[src/rtl/sram_ctrl_pkg.sv]
package sram_ctrl_pkg;

  typedef enum logic [2:0] {
    ST_IDLE,
    ST_RD_ACCESS,
    ST_RD_CAPTURE,
    ST_TURNAROUND,
    ST_WR_SETUP,
    ST_WR_PULSE,
    ST_WR_HOLD,
    ST_RETENTION
  } ctrlState_e;

  typedef enum logic [1:0] {
    RET_SETUP,
    RET_HOLD,
    RET_RECOVER
  } retPhase_e;

  // strobes from control to datapath
  typedef struct packed {
    logic chipSel;
    logic outEn;
    logic wrEn;
    logic drvData;
    logic latchReq;
    logic capture;
  } ctlStrobe_t;

  // ceiling conversion of a nanosecond limit to clock cycles, at least one
  function automatic int unsigned nsToCycles(input int unsigned ns, input int unsigned periodNs);
    int unsigned c;
    c = (ns + periodNs - 1) / periodNs;
    if (c < 1) c = 1;
    return c;
  endfunction

endpackage

[src/rtl/sram_ctrl_fsm.sv]
module sram_ctrl_fsm
  import sram_ctrl_pkg::*;
#(
  parameter int unsigned CLK_PERIOD_NS   = 4,
  parameter int unsigned T_ACCESS_NS     = 70,
  parameter int unsigned T_OE_RELEASE_NS = 25,
  parameter int unsigned T_CE_RELEASE_NS = 25,
  parameter int unsigned T_ADDR_SETUP_NS = 0,
  parameter int unsigned T_WE_PULSE_NS   = 45,
  parameter int unsigned T_DATA_SETUP_NS = 30,
  parameter int unsigned T_RET_SETUP_NS  = 20,
  parameter int unsigned T_RET_RECOVER_NS = 70
) (
  input  logic       clk,
  input  logic       rstN,
  input  logic       reqValid,
  input  logic       reqWrite,
  input  logic       retReq,
  output logic       reqReady,
  output logic       rspDone,
  output logic       retReady,
  output ctlStrobe_t ctl
);

  localparam int unsigned ACC_CYC   = nsToCycles(T_ACCESS_NS, CLK_PERIOD_NS);
  localparam int unsigned OEREL_CYC = nsToCycles(T_OE_RELEASE_NS, CLK_PERIOD_NS);
  localparam int unsigned CEREL_CYC = nsToCycles(T_CE_RELEASE_NS, CLK_PERIOD_NS);
  localparam int unsigned REL_CYC   = (OEREL_CYC > CEREL_CYC) ? OEREL_CYC : CEREL_CYC;
  localparam int unsigned SETUP_CYC = nsToCycles(T_ADDR_SETUP_NS, CLK_PERIOD_NS);
  localparam int unsigned WEP_CYC   = nsToCycles(T_WE_PULSE_NS, CLK_PERIOD_NS);
  localparam int unsigned DS_CYC    = nsToCycles(T_DATA_SETUP_NS, CLK_PERIOD_NS);
  localparam int unsigned PULSE_CYC = (WEP_CYC > DS_CYC) ? WEP_CYC : DS_CYC;
  localparam int unsigned RSET_CYC  = nsToCycles(T_RET_SETUP_NS, CLK_PERIOD_NS);
  localparam int unsigned RREC_CYC  = nsToCycles(T_RET_RECOVER_NS, CLK_PERIOD_NS);
  localparam int unsigned MAX_A     = (ACC_CYC > REL_CYC) ? ACC_CYC : REL_CYC;
  localparam int unsigned MAX_B     = (SETUP_CYC > PULSE_CYC) ? SETUP_CYC : PULSE_CYC;
  localparam int unsigned MAX_C     = (RSET_CYC > RREC_CYC) ? RSET_CYC : RREC_CYC;
  localparam int unsigned MAX_AB    = (MAX_A > MAX_B) ? MAX_A : MAX_B;
  localparam int unsigned MAX_CYC   = (MAX_AB > MAX_C) ? MAX_AB : MAX_C;
  localparam int CNT_W = $clog2(MAX_CYC + 1);

  ctrlState_e         state;
  retPhase_e          retPhase;
  logic [CNT_W-1:0]   cnt;
  logic [CNT_W-1:0]   relCnt;
  logic               doneQ;
  logic               retReadyQ;
  logic               accept;

  assign reqReady = (state == ST_IDLE) && !retReq;
  assign accept   = reqReady && reqValid;
  assign rspDone  = doneQ;
  assign retReady = retReadyQ;

  always_comb begin
    ctl          = '0;
    ctl.latchReq = accept;
    ctl.chipSel  = (state == ST_RD_ACCESS) || (state == ST_RD_CAPTURE) ||
                   (state == ST_WR_SETUP)  || (state == ST_WR_PULSE)   ||
                   (state == ST_WR_HOLD);
    ctl.outEn    = (state == ST_RD_ACCESS) || (state == ST_RD_CAPTURE);
    ctl.wrEn     = (state == ST_WR_PULSE);
    ctl.drvData  = (state == ST_WR_PULSE) || (state == ST_WR_HOLD);
    ctl.capture  = (state == ST_RD_CAPTURE);
  end

  always_ff @(posedge clk or negedge rstN) begin
    if (!rstN) begin
      state     <= ST_IDLE;
      retPhase  <= RET_SETUP;
      cnt       <= '0;
      relCnt    <= '0;
      doneQ     <= 1'b0;
      retReadyQ <= 1'b0;
    end else begin
      doneQ <= 1'b0;
      if (relCnt != '0) relCnt <= relCnt - 1'b1;
      unique case (state)
        ST_IDLE: begin
          if (retReq) begin
            state    <= ST_RETENTION;
            retPhase <= RET_SETUP;
            cnt      <= CNT_W'(RSET_CYC - 1);
          end else if (reqValid) begin
            if (!reqWrite) begin
              state <= ST_RD_ACCESS;
              cnt   <= CNT_W'(ACC_CYC - 1);
            end else if (relCnt != '0) begin
              state <= ST_TURNAROUND;
            end else begin
              state <= ST_WR_SETUP;
              cnt   <= CNT_W'(SETUP_CYC - 1);
            end
          end
        end
        ST_RD_ACCESS: begin
          if (cnt == '0) state <= ST_RD_CAPTURE;
          else cnt <= cnt - 1'b1;
        end
        ST_RD_CAPTURE: begin
          state  <= ST_IDLE;
          doneQ  <= 1'b1;
          relCnt <= CNT_W'(REL_CYC);
        end
        ST_TURNAROUND: begin
          if (relCnt == '0) begin
            state <= ST_WR_SETUP;
            cnt   <= CNT_W'(SETUP_CYC - 1);
          end
        end
        ST_WR_SETUP: begin
          if (cnt == '0) begin
            state <= ST_WR_PULSE;
            cnt   <= CNT_W'(PULSE_CYC - 1);
          end else cnt <= cnt - 1'b1;
        end
        ST_WR_PULSE: begin
          if (cnt == '0) state <= ST_WR_HOLD;
          else cnt <= cnt - 1'b1;
        end
        ST_WR_HOLD: begin
          state <= ST_IDLE;
          doneQ <= 1'b1;
        end
        ST_RETENTION: begin
          unique case (retPhase)
            RET_SETUP: begin
              if (!retReq) begin
                retPhase <= RET_RECOVER;
                cnt      <= CNT_W'(RREC_CYC - 1);
              end else if (cnt == '0) begin
                retPhase  <= RET_HOLD;
                retReadyQ <= 1'b1;
              end else cnt <= cnt - 1'b1;
            end
            RET_HOLD: begin
              if (!retReq) begin
                retPhase  <= RET_RECOVER;
                retReadyQ <= 1'b0;
                cnt       <= CNT_W'(RREC_CYC - 1);
              end
            end
            default: begin
              if (retReq) begin
                retPhase <= RET_SETUP;
                cnt      <= CNT_W'(RSET_CYC - 1);
              end else if (cnt == '0) state <= ST_IDLE;
              else cnt <= cnt - 1'b1;
            end
          endcase
        end
        default: state <= ST_IDLE;
      endcase
    end
  end

  // write data never driven while the bus-release window is still open
  p_turn_wait_r6: assert property (@(posedge clk) disable iff (!rstN)
    (state == ST_WR_PULSE) |-> (relCnt == '0));

  // done is a single-cycle strobe
  p_done_pulse_r8: assert property (@(posedge clk) disable iff (!rstN)
    doneQ |=> !doneQ);

  // retention-ready only while the retention sequence owns the chip
  p_ret_owned_r9: assert property (@(posedge clk) disable iff (!rstN)
    retReadyQ |-> (state == ST_RETENTION));

endmodule

[src/rtl/sram_ctrl_datapath.sv]
module sram_ctrl_datapath
  import sram_ctrl_pkg::*;
#(
  parameter int ADDR_W = 19,
  parameter int DATA_W = 8
) (
  input  logic              clk,
  input  logic              rstN,
  input  ctlStrobe_t        ctl,
  input  logic [ADDR_W-1:0] reqAddr,
  input  logic [DATA_W-1:0] reqWdata,
  input  logic [DATA_W-1:0] sramDqIn,
  output logic [DATA_W-1:0] rspRdata,
  output logic              sramCeN,
  output logic              sramCe2,
  output logic              sramOeN,
  output logic              sramWeN,
  output logic [ADDR_W-1:0] sramAddr,
  output logic [DATA_W-1:0] sramDqOut,
  output logic              sramDqOe
);

  logic [ADDR_W-1:0] addrQ;
  logic [DATA_W-1:0] wdataQ;
  logic [DATA_W-1:0] rdataQ;

  always_ff @(posedge clk or negedge rstN) begin
    if (!rstN) begin
      addrQ  <= '0;
      wdataQ <= '0;
      rdataQ <= '0;
    end else begin
      if (ctl.latchReq) begin
        addrQ  <= reqAddr;
        wdataQ <= reqWdata;
      end
      if (ctl.capture) rdataQ <= sramDqIn;
    end
  end

  assign sramCeN   = !ctl.chipSel;
  assign sramCe2   = ctl.chipSel;
  assign sramOeN   = !ctl.outEn;
  assign sramWeN   = !ctl.wrEn;
  assign sramAddr  = addrQ;
  assign sramDqOut = wdataQ;
  assign sramDqOe  = ctl.drvData;
  assign rspRdata  = rdataQ;

  // driven write byte does not change inside the drive window
  p_wdata_stable_r5: assert property (@(posedge clk) disable iff (!rstN)
    (ctl.drvData && $past(ctl.drvData)) |-> $stable(sramDqOut));

endmodule

[src/rtl/async_sram_ctrl.sv]
module async_sram_ctrl
  import sram_ctrl_pkg::*;
#(
  parameter int          ADDR_W           = 19,
  parameter int          DATA_W           = 8,
  parameter int unsigned CLK_PERIOD_NS    = 4,
  parameter int unsigned T_ACCESS_NS      = 70,
  parameter int unsigned T_OE_RELEASE_NS  = 25,
  parameter int unsigned T_CE_RELEASE_NS  = 25,
  parameter int unsigned T_ADDR_SETUP_NS  = 0,
  parameter int unsigned T_WE_PULSE_NS    = 45,
  parameter int unsigned T_DATA_SETUP_NS  = 30,
  parameter int unsigned T_RET_SETUP_NS   = 20,
  parameter int unsigned T_RET_RECOVER_NS = 70
) (
  input  logic              clk,
  input  logic              rstN,
  input  logic              reqValid,
  output logic              reqReady,
  input  logic              reqWrite,
  input  logic [ADDR_W-1:0] reqAddr,
  input  logic [DATA_W-1:0] reqWdata,
  output logic              rspDone,
  output logic [DATA_W-1:0] rspRdata,
  input  logic              retReq,
  output logic              retReady,
  output logic              sramCeN,
  output logic              sramCe2,
  output logic              sramOeN,
  output logic              sramWeN,
  output logic [ADDR_W-1:0] sramAddr,
  output logic [DATA_W-1:0] sramDqOut,
  output logic              sramDqOe,
  input  logic [DATA_W-1:0] sramDqIn
);

  ctlStrobe_t ctl;

  sram_ctrl_fsm #(
    .CLK_PERIOD_NS   (CLK_PERIOD_NS),
    .T_ACCESS_NS     (T_ACCESS_NS),
    .T_OE_RELEASE_NS (T_OE_RELEASE_NS),
    .T_CE_RELEASE_NS (T_CE_RELEASE_NS),
    .T_ADDR_SETUP_NS (T_ADDR_SETUP_NS),
    .T_WE_PULSE_NS   (T_WE_PULSE_NS),
    .T_DATA_SETUP_NS (T_DATA_SETUP_NS),
    .T_RET_SETUP_NS  (T_RET_SETUP_NS),
    .T_RET_RECOVER_NS(T_RET_RECOVER_NS)
  ) ctrl_i (
    .clk      (clk),
    .rstN     (rstN),
    .reqValid (reqValid),
    .reqWrite (reqWrite),
    .retReq   (retReq),
    .reqReady (reqReady),
    .rspDone  (rspDone),
    .retReady (retReady),
    .ctl      (ctl)
  );

  sram_ctrl_datapath #(
    .ADDR_W(ADDR_W),
    .DATA_W(DATA_W)
  ) data_i (
    .clk       (clk),
    .rstN      (rstN),
    .ctl       (ctl),
    .reqAddr   (reqAddr),
    .reqWdata  (reqWdata),
    .sramDqIn  (sramDqIn),
    .rspRdata  (rspRdata),
    .sramCeN   (sramCeN),
    .sramCe2   (sramCe2),
    .sramOeN   (sramOeN),
    .sramWeN   (sramWeN),
    .sramAddr  (sramAddr),
    .sramDqOut (sramDqOut),
    .sramDqOe  (sramDqOe)
  );

  // output enable and write enable never active together
  p_we_oe_excl_r4: assert property (@(posedge clk) disable iff (!rstN)
    !sramWeN |-> sramOeN);

  // address does not move while the chip stays selected
  p_addr_stable_r2: assert property (@(posedge clk) disable iff (!rstN)
    (!sramCeN && $past(!sramCeN)) |-> $stable(sramAddr));

  // bus is driven whenever write enable is low
  p_we_drive_r5: assert property (@(posedge clk) disable iff (!rstN)
    !sramWeN |-> sramDqOe);

  // an accepted request makes the port busy on the next cycle
  p_accept_busy_r8: assert property (@(posedge clk) disable iff (!rstN)
    (reqValid && reqReady) |=> (!reqReady && !rspDone));

endmodule

[config.mk]
export PLATFORM = sky130hd
export DESIGN_NAME = async_sram_ctrl
export DESIGN_NICKNAME = d
export VERILOG_FILES = /design/src/rtl/sram_ctrl_pkg.sv /design/src/rtl/sram_ctrl_fsm.sv /design/src/rtl/sram_ctrl_datapath.sv /design/src/rtl/async_sram_ctrl.sv
export SDC_FILE = /design/constraint.sdc
export NUM_CORES = 1
export LEC_CHECK = 0
export ABC_AREA = 1
export ABC_CLOCK_PERIOD_IN_PS = 1600
export BUFFER_PORTS_ARGS = -buffer_cell sky130_fd_sc_hd__buf_4
export CORE_ASPECT_RATIO = 1.75
export CORE_MARGIN = 4
export CORE_UTILIZATION = 25
export CTS_CLUSTER_DIAMETER = 60
export CTS_CLUSTER_SIZE = 40
export DETAILED_ROUTE_END_ITERATION = 7
export PLACE_DENSITY = 0.59
export SYNTH_ARGS = -nofsm -noshare
export SYNTH_HDL_FRONTEND = slang
export SYNTH_SLANG_ARGS = --single-unit
[constraint.sdc]
create_clock -name clk -period 1.6 [get_ports clk]
set_input_delay 0.32 -clock clk [delete_from_list [all_inputs] [get_ports clk]]
set_output_delay 0.32 -clock clk [all_outputs]
set_load 0.02 [all_outputs]
; Word-level counts from Yosys, hierarchy flattened
; Index checks and enable logic that the tools add are counted.
[word_totals]
ff_bits = 52
in_bits = 40
output_inout_bits = 43
elab_cells = 97
[op_classes]
addsub = 2
n_eq_ne = 22
n_mux = 37
n_reduce_logical = 27
[op_table]
columns = op, count
row1 = two-way mux 5 bit, 12
row2 = two-way mux 3 bit, 11
row3 = case mux 5 bit (5 select lines), 1
row4 = case mux 3 bit (7 select lines), 1
row5 = inequality test 2 bit (second input constant), 7
row6 = equality test 3 bit (second input constant), 4
row7 = zero test 5 bit, 2
row8 = case mux 5 bit (2 select lines), 1
row9 = AND reduction 5 bit, 2
row10 = nonzero test 5 bit, 2
row11 = subtractor 5 x 1 -> 5 bit (second input constant), 2
row12 = two-way mux 2 bit, 4
row13 = case mux 2 bit (2 select lines), 2
row14 = AND reduction 8 bit, 1
row15 = equality test 3 x 2 -> 1 bit (second input constant), 2
row16 = inequality test 2 x 1 -> 1 bit (second input constant), 3
row17 = inequality test 3 bit (second input constant), 2
row18 = nonzero test 2 bit, 3
row19 = OR reduction 2 bit, 3
row20 = logical OR 1 bit, 5
row21 = zero test 1 bit, 4
row22 = two-way mux 1 bit, 4
row23 = inequality test 4 x 3 -> 1 bit (second input constant), 1
row24 = inequality test 4 bit (second input constant), 1
row25 = 7 further kinds, 8

; Longest topological paths before layout
[logic_depth]
word_depth = 6
depth_mapped = 11
mapped_depth_nobuf = 11

; Hierarchy
; A second synthesis with hierarchy kept.
[unflattened]
hier_cells = 354
area_unflattened_um2 = 2747.6
[modules_own_cells]
columns = module, instances, cells_per_inst, area_per_inst_um2, seq_area_each_um2
row1 = sram_ctrl_datapath, 1, 153, 1385.1, 875.8
row2 = sram_ctrl_fsm, 1, 201, 1362.6, 425.4

; Worst setup path after synthesis
; Ideal clock, no wire load.
[synth_timing]
path_kind = flip-flop to output port
startpoint = reg ctrl_i.state[1]
endpoint = out sramCe2
t_arrival_ns = 1.368
t_required_ns = 1.280
slack_ns = -0.088
path_stages_with_launch = 8
n_path_buf = 0
path_cell_list = dfrtp_1 inv_2 nand2_1 inv_1 nor2_1 inv_1 nor2_1 inv_1
[synth_between]
elab_chain_cells = 5
word_cells_on_any_way = 9
cone_classes = eq/ne (5) / reduce/logical (4)
[synth_rtl]
columns = element, line_no
row1 = from (decl), sram_ctrl_fsm.sv:42  ; ctrlState_e state;
row2 = from (signal assigned), sram_ctrl_fsm.sv:69  ; state <= ST_IDLE;
row3 = from (signal assigned), sram_ctrl_fsm.sv:81  ; state <= ST_RETENTION;
row4 = from (signal assigned), sram_ctrl_fsm.sv:86  ; state <= ST_RD_ACCESS;
row5 = equality test 3 x 1 -> 1 bit / equality test 3 x 2 -> 1 bit (equally long branches), sram_ctrl_fsm.sv:58  ; ctl.chipSel = (state == ST_RD_ACCESS) || (state == ST_RD_CAPTURE) ||
row6 = logical OR 1 bit (2 in series), sram_ctrl_fsm.sv:58
row7 = logical OR 1 bit, sram_ctrl_fsm.sv:59  ; (state == ST_WR_SETUP) || (state == ST_WR_PULSE) ||
row8 = logical OR 1 bit (*), sram_ctrl_fsm.sv:59
row9 = to (decl), async_sram_ctrl.sv:28  ; output logic sramCe2,
; Every way passes the cells marked *; elsewhere a longest branch is shown, timed or not.

; Final worst setup path
[layout_timing]
startpoint = reg ctrl_i.state[1]
endpoint = out sramWeN
[layout_between]
elab_chain_cells = 2
[layout_rtl]
columns = element, line_no
row1 = equality test 3 bit, sram_ctrl_fsm.sv:62  ; ctl.wrEn = (state == ST_WR_PULSE);
row2 = zero test 1 bit, sram_ctrl_datapath.sv:44  ; assign sramWeN = !ctl.wrEn;
row3 = to (decl), async_sram_ctrl.sv:30  ; output logic sramWeN,
; No other way between the ends.

==> results.py <==
metrics = {
    "drt": {
        "postRouteAntennaNets": 0,
        "vias": 2552,
        "routed_wl_mm": 7.24,
        "post-route-drc-count": 0,
        "dr.pass1.iters": 4,
        "post_drt_wl_per_cell_um": 13.0,
        "drt_iter0_markers": 72,
        "via_per_inst": 4.57,
    },
    "timing": {
        "rsz0062_at_grt": "true",
        "hold_viol_final": 0,
        "slew_headroom": 0.759,
        "fin_crit_sh": 1.03,
        "clock_skew_ns": 0.00297,
        "period_minus_slack_ns": 1.65,
        "fin_ws_ns": -0.0464,
        "tightestPinTransition_ns": 0.361,
        "fmax_ghz": 0.607,
        "setup_violations": 3,
        "finalMaxSlewViolations": 0,
    },
    "grt": {
        "track_usage": 0.120,
        "met1_usage": 0.115,
        "use_met3": 0.0232,
        "grt_pass1_wl_mm": 11.6,
        "grt_max_degree": 28,
        "first_global_vias": 2555,
        "grt_antenna_before_repair": 0,
        "top_usage_layer": "met2",
        "grt_util_met2": 0.237,
        "grt.overflow.total": 0,
    },
    "final_layout": {
        "multi_input_area_um2": 1220,
        "register_area_um2": 1300,
        "syn2layout_area_growth_pct": 47.6,
        "n_antenna_cell": 0,
        "fin_area_um2": 3810,
        "drive_above_1_share": 0.364,
        "nFillCells": 1079,
        "nets": 476,
    },
    "clocking": {
        "worstSkewPairLatency_ns": 0.28,
        "cts_tree": "built",
        "clockRootBuffer": "clkbuf_16",
        "clkSlewWorstSetupHoldPaths_ns": 0.07,
        "h-tree-depth": 2,
        "clockBufferDepth": 2,
        "cts_made_buffers": 5,
        "cts_sinks": 52,
    },
    "min_path": {
        "min_from": "reqWdata[0]",
        "holdPathEnd": "data_i.sramDqOut[0]",
        "hp-class": "input pin to flip-flop",
        "holdPathStages": 3,
    },
    "yosys": {
        "synth_area_leaders": "dfrtp_1 (50%), nand2_1 (19%), o21ai_0 (4.1%)",
        "synthCells": 333,
        "syn_area_um2": 2580,
        "synth.largest_area_cell": "dfrtp_1",
        "synth_seq_cells": 52,
        "synth_nets": 376,
        "synth.distinct_cells": 25,
        "synth.top_cell.area_share": 0.505,
        "ys_seq_area_frac": 0.505,
        "syn_avg_cell_area_um2": 7.74,
        "yosysWarnings": 0,
    },
    "critical_path": {
        "rr_endpoint": "ctrl_i.cnt[2]",
        "crit_arrival_ns": 1.33,
        "startpoint_type": "flip-flop",
        "crit_chain": "inv_4 -> nand2_2 -> inv_2 -> buf_4 -> nand2_1 -> buf_4",
        "cpLargestDelayFamily": "buffers and inverters",
        "cp_num_buf_inv": 4,
        "cpMostUsedCell": "buf_4",
        "r2r_cells": 10,
        "rrSetupSlack_ns": 0.02,
        "path_class": "flip-flop to output pin",
        "r2r_start": "ctrl_i.state[0]",
        "worstPathRequired_ns": 1.28,
        "worstPathMaxFanout": 5,
        "end_kind": "output pin",
        "cpMaxStageDelayCell": "dfrtp_2",
        "critical_path.max_stage_delay_ns": 0.45,
    },
    "floorplanning": {
        "ioPinCount": 83,
        "core_um2": 9970,
        "die_h_um": 142,
        "die-area_um2": 12100,
        "die_w_um": 84.8,
        "start_util": 0.259,
        "rows": 48,
    },
    "pwr": {
        "power_density_nw_per_um2": 2150,
        "irDropWorstVdd_mv": 0.943,
        "leakagePower_uw": 0.00195,
    },
    "placement": {
        "post-place-ws_ns": -0.000316,
        "port_buffers": 82,
        "place_hpwl_mm": 5.54,
        "gp_congestion": 0.829,
        "place_area_um2": 3410,
    },
    "job": {
        "max_cap_viol_count": 0,
    },
    "run_status": {
        "violations": "setup timing",
        "status": "finished with violations",
    },
}
[final cells by class]
type	instances	area share
Sequential cell	52	0.343
Multi-Input combinational cell	239	0.321
Timing Repair Buffer	103	0.225
Tap cell	125	0.0411
Clock buffer	8	0.0385
Inverter	32	0.0322
[placed cells by master (no fill, tap or decap), types with 6 or more instances in the layout]
cell | Yosys | final
buf_4 | 3 | 91
o21ai_1 | 21 | 23
nor2_4 | 3 | 9
nand2_1 | 130 | 125
inv_1 | 26 | 20
a21oi_1 | 7 | 6
nand2_2 | 1 | 6
dfrtp_1 | 52 | 50
nor2_1 | 18 | 14
inv_2 | 6 | 11
nand3_1 | 18 | 16
o21ai_2 | 0 | 8
o21ai_0 | 21 | 11
[report_power, final]
group / internal (uW) / switching [uW] / total (uW)
clock: 625 / 454 / 1080
sequential: 1960 / 415 / 2380
combinational: 1990 / 2730 / 4720
[stage by stage]
step	util	hold WS (ns)	total power (uW)	setup TNS, ns	cells
after CTS	0.367	0.215	7860	-0.225	557
final	0.382	0.228	8180	-0.105	559
after floorplan	-	0.0244	4820	0	333
after detailed placement	0.342	0.263	6500	-0.000316	542
after global placement	0.342	0.264	6410	0	542
after global routing	0.382	0.225	8800	-2.54	559
[logic make-up (layout without fill, tap and decap cells)]
group,count (synthesis),after routing,share of synthesized area
AND/OR/NAND/NOR,182,182,0.300
flip-flops,52,52,0.505
adder cells (fa/ha/maj),3,3,0.0146
AO/OA/AOI/OAI,54,54,0.109
buffers and inverters,42,143,0.0723
[state kept, by name (all words and copies together), names as in the netlist]
signal	cells
ctrl_i.cnt	5
ctrl_i.rspDone	1
ctrl_i.retReady	1
data_i.sramDqOut	8
data_i.sramAddr	19
ctrl_i.retPhase	2
ctrl_i.relCnt	5
ctrl_i.state	3
data_i.rspRdata	8
[synthesized netlist by cell type, drive strengths merged]
cell and count:
a211oi 1, nand3 20, nand2 132, inv 32, ha 3, nand4 3, o22ai 2, buf 6
a21oi 7, or2 1, dfrtp 52, clkbuf 4, o211ai 2, o21ai 42, nor2 26
[worst max path at each step]
stage | start | end | cells after the start | slack [ns]
after floorplan | ctrl_i.cnt[0] | ctrl_i.cnt[0] | 10 | 0.02
after global placement | ctrl_i.cnt[0] | ctrl_i.cnt[0] | 10 | 0.05
after CTS | ctrl_i.state[1] | sramCe2 | 7 | -0.08
after global routing | ctrl_i.state[1] | sramCe2 | 8 | -0.11
final | ctrl_i.state[1] | sramWeN | 6 | -0.05
after detailed placement | ctrl_i.cnt[0] | ctrl_i.cnt[0] | 10 | -0.0003
[layer usage]
layer	share of wire	vias to the layer above
li1	-	1262
met1	0.36	1200
met2	0.57	74
met3	0.042	16
met4	0.031	0
met5	0	-
[repair_timing]
| action | in CTS | in global routing |
|---|---|---|
| pin swaps | 4 | 9 |
| gates cloned | 0 | 1 |
| hold buffers | 1 | 0 |
| buffers inserted | 6 | 1 |
| resized for setup | 9 | 45 |
| setup endpoints to repair | 7 | 43 |
| endpoints found under the hold margin | 23 | 0 |
[tightest hold or removal path, cell delays in order]
cell and delay, ns:
buf_4 0.07, nand2_1 0.04, nand2_1 0.05
No activity file was read; power rests on OpenSTA's default activity.
